### src/rtl/unlock_gate_pkg.sv
// Shared types for the two-key unlock gate.
// Assumes: state encoding is private to the gate; nothing outside decodes it.
package unlock_gate_pkg;
    typedef enum logic [1:0] {
        GATE_CLOSED = 2'd0,
        GATE_ARMED  = 2'd1,
        GATE_OPEN   = 2'd2
    } gate_state_e;
endpackage

### src/rtl/key_slot_match.sv
// Decodes one key slot: flags a write aimed at the slot and whether it
// carries the slot's magic word.
// Assumes: one bus write per cycle; the full word is compared.
module key_slot_match #(
    parameter int                ADDR_W     = 8,
    parameter int                DATA_W     = 32,
    parameter logic [ADDR_W-1:0] SLOT_ADDR  = '0,
    parameter logic [DATA_W-1:0] SLOT_VALUE = '0
) (
    input  logic              wr,
    input  logic [ADDR_W-1:0] addr,
    input  logic [DATA_W-1:0] wdata,
    output logic              sel,
    output logic              hit,
    output logic              good
);
    // Address match and value compare for this slot.
    always_comb begin
        sel  = (addr == SLOT_ADDR);
        hit  = wr && sel;
        good = hit && (wdata == SLOT_VALUE);
    end
endmodule

### src/rtl/lock_fsm.sv
// Three-state lock controller: closed -> armed (first key) -> open (second key).
// Any wrong key word closes the gate. Correct keys while open keep it open.
// Assumes: k0_hit and k1_hit are never high together (distinct addresses).
module lock_fsm
    import unlock_gate_pkg::*;
(
    input  logic clk,
    input  logic rst_n,
    input  logic k0_hit,
    input  logic k0_good,
    input  logic k1_hit,
    input  logic k1_good,
    output logic is_open
);
    gate_state_e st_q, st_d;

    // Next-state rule for key writes; other traffic leaves the state alone.
    always_comb begin
        st_d = st_q;
        if (k0_hit) begin
            if (!k0_good)               st_d = GATE_CLOSED;
            else if (st_q == GATE_OPEN) st_d = GATE_OPEN;
            else                        st_d = GATE_ARMED;
        end else if (k1_hit) begin
            if (k1_good && (st_q != GATE_CLOSED)) st_d = GATE_OPEN;
            else                                  st_d = GATE_CLOSED;
        end
    end

    // State register with synchronous reset to closed.
    always_ff @(posedge clk) begin
        if (!rst_n) st_q <= GATE_CLOSED;
        else        st_q <= st_d;
    end

    // Open flag for the write qualifier.
    always_comb is_open = (st_q == GATE_OPEN);

    AST_RESET_CLOSES: assert property (@(posedge clk)
        !rst_n |=> (st_q == GATE_CLOSED));
    AST_OPEN_NEEDS_ARMED: assert property (@(posedge clk) disable iff (!rst_n)
        $rose(is_open) |-> ($past(st_q) == GATE_ARMED) && $past(k1_good));
    AST_BAD_KEY0_CLOSES: assert property (@(posedge clk) disable iff (!rst_n)
        (k0_hit && !k0_good) |=> (st_q == GATE_CLOSED));
    AST_BAD_KEY1_CLOSES: assert property (@(posedge clk) disable iff (!rst_n)
        (k1_hit && !k1_good) |=> (st_q == GATE_CLOSED));
    AST_IDLE_HOLDS: assert property (@(posedge clk) disable iff (!rst_n)
        (!k0_hit && !k1_hit) |=> $stable(st_q));
endmodule

### src/rtl/reg_write_unlock.sv
// Write-protection gate in front of a register file. Protected writes pass
// only while both keys have been accepted in order. Reads always pass.
// Assumes: simple single-cycle valid strobes; key slots are not part of the
// protected file, so writes to them are never forwarded.
module reg_write_unlock #(
    parameter int                ADDR_W     = 8,
    parameter int                DATA_W     = 32,
    parameter logic [ADDR_W-1:0] KEY0_ADDR  = 8'h6C,
    parameter logic [ADDR_W-1:0] KEY1_ADDR  = 8'h70,
    parameter logic [DATA_W-1:0] KEY0_VALUE = 32'h83E7_0B13,
    parameter logic [DATA_W-1:0] KEY1_VALUE = 32'h95A4_F1E0
) (
    input  logic              clk,
    input  logic              rst_n,
    input  logic              bus_wr,
    input  logic              bus_rd,
    input  logic [ADDR_W-1:0] bus_addr,
    input  logic [DATA_W-1:0] bus_wdata,
    output logic              prot_wr,
    output logic              prot_rd
);
    logic k0_sel, k0_hit, k0_good;
    logic k1_sel, k1_hit, k1_good;
    logic gate_open;

    key_slot_match #(
        .ADDR_W(ADDR_W), .DATA_W(DATA_W),
        .SLOT_ADDR(KEY0_ADDR), .SLOT_VALUE(KEY0_VALUE)
    ) i_key0 (
        .wr(bus_wr), .addr(bus_addr), .wdata(bus_wdata),
        .sel(k0_sel), .hit(k0_hit), .good(k0_good)
    );

    key_slot_match #(
        .ADDR_W(ADDR_W), .DATA_W(DATA_W),
        .SLOT_ADDR(KEY1_ADDR), .SLOT_VALUE(KEY1_VALUE)
    ) i_key1 (
        .wr(bus_wr), .addr(bus_addr), .wdata(bus_wdata),
        .sel(k1_sel), .hit(k1_hit), .good(k1_good)
    );

    lock_fsm i_fsm (
        .clk(clk), .rst_n(rst_n),
        .k0_hit(k0_hit), .k0_good(k0_good),
        .k1_hit(k1_hit), .k1_good(k1_good),
        .is_open(gate_open)
    );

    // Qualify protected writes; reads go straight through.
    always_comb begin
        prot_wr = bus_wr && gate_open && !k0_sel && !k1_sel;
        prot_rd = bus_rd;
    end

    AST_KEY_NOT_FORWARDED: assert property (@(posedge clk) disable iff (!rst_n)
        (k0_hit || k1_hit) |-> !prot_wr);
    AST_CLOSED_DROPS: assert property (@(posedge clk) disable iff (!rst_n)
        !gate_open |-> !prot_wr);
endmodule

### config.mk
export PLATFORM = sky130hd
export DESIGN_NAME = reg_write_unlock
export DESIGN_NICKNAME = d
export VERILOG_FILES = /design/src/rtl/unlock_gate_pkg.sv /design/src/rtl/key_slot_match.sv /design/src/rtl/lock_fsm.sv /design/src/rtl/reg_write_unlock.sv
export SDC_FILE = /design/constraint.sdc
export NUM_CORES = 1
export LEC_CHECK = 0
export BUFFER_PORTS_ARGS = -buffer_cell sky130_fd_sc_hd__buf_2
export CAP_MARGIN = 20
export CELL_PAD_IN_SITES_DETAIL_PLACEMENT = 1
export CELL_PAD_IN_SITES_GLOBAL_PLACEMENT = 1
export CORE_AREA = 2 2 47 49
export DETAILED_ROUTE_END_ITERATION = 7
export DIE_AREA = 0 0 49 51
export PLACE_DENSITY = 0.77
export SLEW_MARGIN = 25
export SYNTH_ARGS = -nofsm -noshare
export SYNTH_HDL_FRONTEND = slang
export SYNTH_SLANG_ARGS = --single-unit
### constraint.sdc
create_clock -name clk -period 1.9 [get_ports clk]
set_clock_uncertainty 0.2 [all_clocks]
set_input_delay 0.095 -clock clk [delete_from_list [all_inputs] [get_ports clk]]
set_output_delay 0.095 -clock clk [all_outputs]
set_load 0.02 [all_outputs]
==> metrics.md <==
| Metric | Value |
|---|---|
| Result of the run | `complete, no violations` |
| Largest fanout on the critical path | `3` |
| Endpoint type of the worst setup path | `register` |
| Critical setup path kind | `in -> reg` |
| Setup WS post-layout | `0.137 ns` |
| Largest registers ranked by flip-flop count | `i_fsm.st_q: 2 flops` |
| Fraction of the yosys area taken by sequential cells | `11.6%` |
| Number of hold violations in the final report | `0` |
| Length of the first detailed-routing pass in iterations | `2` |
| Starting density of the core | `16.8%` |
| Synth warnings | `0` |
| Worst-case hold slack | `0.0981 ns` |
| Estimated wirelength of the detail-placed design | `1240 um` |
| Flops & latches, synth | `2` |
| Part of the cycle the worst path needs | `92.8%` |
| XOR/XNOR Fraction of Synth Area | `0%` |
| Die Ht | `51 um` |
| Fraction of synthesized cell area taken by the top area cell type | `11.6%` |
| Core area | `0.00206 mm2` |
| Clock buffers created by TritonCTS | `3` |
| Placement Setup Slack | `0.290 ns` |
| Total Nets Final | `136` |
| Cell area after synthesis | `347 um2` |
| Met1 routed wirelength after detailed routing | `544 um` |
| Final max-slew violation count | `0` |
| I/O pin total | `46` |
| Most frequent cells in the layout | `buf_2, nand2_1` |
| Via count of the first global-routing pass | `616` |
| Data required, critical path | `1.88 ns` |
| Worst setup SP type | `input port` |
| Total vias in the final route | `571` |
| Max-cap check violation count | `0` |
| CTS tree | `built` |
| Worst EP arrival | `1.74 ns` |
| Synth Instances | `41` |
| # diodes | `0` |
| Top achievable clock speed | `567 MHz` |
| Total nets after synthesis | `85` |
| Worst-path clk slew | `0.03 ns` |
| Worst slew margin | `80.8%` |
| Hold path cells | `3` |
| Transition time at the pin with the least slew margin | `0.285 ns` |
| Multi-input gate area | `314 um2` |
| Area contributors post-synth | `dfxtp_1, nor4b_1, nor4bb_1` |
| Proportion of synthesized area in mux cells | `0%` |
| Final Routed Wirelength | `1470 um` |
| Die span in x | `49 um` |
| Standard-cell row count | `17` |
| Worst IR drop on VDD | `0.000137 V` |
| Fraction of final layout cells with drive strength greater than 1 | `58.9%` |
| Die ar. | `0.00250 mm2` |
| Clock tree root driver cell | `clkbuf_4` |
| TritonCTS sink count | `2` |
| DRT antenna net count | `0` |
| Number of different library cells in the post-synthesis netlist | `24` |
| Pin count of the biggest net entering global routing | `6` |
| GPL Wtd Cong | `0.716` |
| Count of unresolved DRC violations after routing | `0` |
| Register with the most flip-flops | `i_fsm.st_q` |
| Share of the synthesized area in compound gates (AO/OA/AOI/OAI) | `15.2%` |
| Leakage component of the power | `0.000307 uW` |
| Setup violators final | `0` |
| Setup repair after global routing missed its margin | `false` |
| Post-synthesis share of cell area spent on and, or, nand and nor gates | `71.1%` |
| Overall power | `221 uW` |
| Number of flip-flops in the largest register | `2` |
| Min cycle time layout | `1.76 ns` |
| Length of routed met3 wiring | `120 um` |
| Layout fillers | `264` |
| DRC marker count from the first detailed-route iteration | `2` |
| Top routing layer in use | `met4` |
| Cell accounting for the most synthesized area | `dfxtp_1` |
| Global-route wire length before repair | `2390 um` |
| Detailed-routed wire length on met2 | `782 um` |
| Growth of design area from synthesis to finish | `91.7%` |
| Number of I/O port buffers | `43` |
| Number of antenna violations at the first check in global routing | `0` |
| Total routing resource utilization after global routing | `12.2%` |
| Worst-case reg-to-reg path depth | `5` |
| Vias per cell | `4.84` |
| Adder-Cell Fraction of Synth Area | `0%` |
| Max clock buf depth | `2` |
| Clock latency on the worst-skew pair | `0.24 ns` |
| Overflow left after global routing | `0` |
| Detail-routed net length per standard cell | `12.4 um` |
| Aggregate negative setup slack | `0 ns` |
| Largest family of logic cells by synthesized area | `simple AND/OR/NAND/NOR gates` |
| Average cell area after synthesis | `8.45 um2` |
| CTS H-Tree Depth | `1` |
| Power density of the placed cells | `333 mW/mm2` |
| Most common cell after layout, fill and taps aside | `buf_2` |
| Class of the worst hold path | `in -> reg` |
| Register area | `40.0 um2` |
metal layers:
layer / vias up / track usage [%]
met5: - / 0
met4: 0 / 5.71
met3: 2 / 2.63
met2: 28 / 24.7
met1: 267 / 11.7
li1: 274 / -
cell usage after synthesis (all sizes together):
cell     number
a21oi         1
a31o          1
a32o          1
and3          1
and3b         1
and4          1
buf           1
dfxtp         2
nand2         4
nand3         1
nand4         3
nand4b        3
nor2          3
nor2b         2
nor3b         1
nor4          3
nor4b         5
nor4bb        3
o2111ai       1
o211ai        1
o21ai         1
or4           1
cell type report:
class | instances | share of cell area, %
flip-flops and latches | 2 | 6.03
well taps | 28 | 5.27
clock buffers | 3 | 3.39
repair buffers | 47 | 38.0
multi-input cells | 38 | 47.3
per-stage QoR:
step / cell area [um2] / utilization (%) / instances
3_5_place_dp: 589 / 28.6 / 111
2_1_floorplan: 347 / - / 41
3_3_place_gp: 589 / 28.6 / 111
6_report: 664 / 32.2 / 118
5_1_grt: 664 / 32.2 / 118
4_1_cts: 642 / 31.1 / 117
worst max-delay path, stage by stage:
cell	delay (ns)
buf_2	0.11
nor4b_4	0.28
nand4_1	0.18
nor4_4	0.21
a21oi_1	0.12
o21ai_0	0.17
dlygate4sd3_1	0.56
kinds of logic (layout without fill, tap and decap cells):
group                  after synthesis  after routing
and+or+nand+nor                     32             32
AOI/OAI and AO/OA                    6              6
DFF                                  2              2
buffers and inverters                1             50
report_power, final:
part	switching, uW	internal [uW]	total [uW]
Combinational	33.3	45.4	78.8
Sequential	0.0000000000282	42.3	42.3
Clock	30.2	70.1	100
Total	63.6	158	221
worst paths after layout:
check | from | end | slack, ns
min reg2reg | i_fsm.st_q[1] | i_fsm.st_q[1] | 0.36
max | bus_addr[0] | i_fsm.st_q[0] | 0.14
max reg2reg | i_fsm.st_q[1] | i_fsm.st_q[1] | 0.40
min | bus_wdata[30] | i_fsm.st_q[1] | 0.1
repair_timing:
| action | CTS | global route |
|---|---|---|
| endpoints found under the setup margin | 0 | 1 |
| gates resized for setup | 0 | 2 |
| hold buffers | 3 | 0 |
| setup buffers | 0 | 1 |
| endpoints found under the hold margin | 2 | 0 |
(Power assumes the default switching activity.)
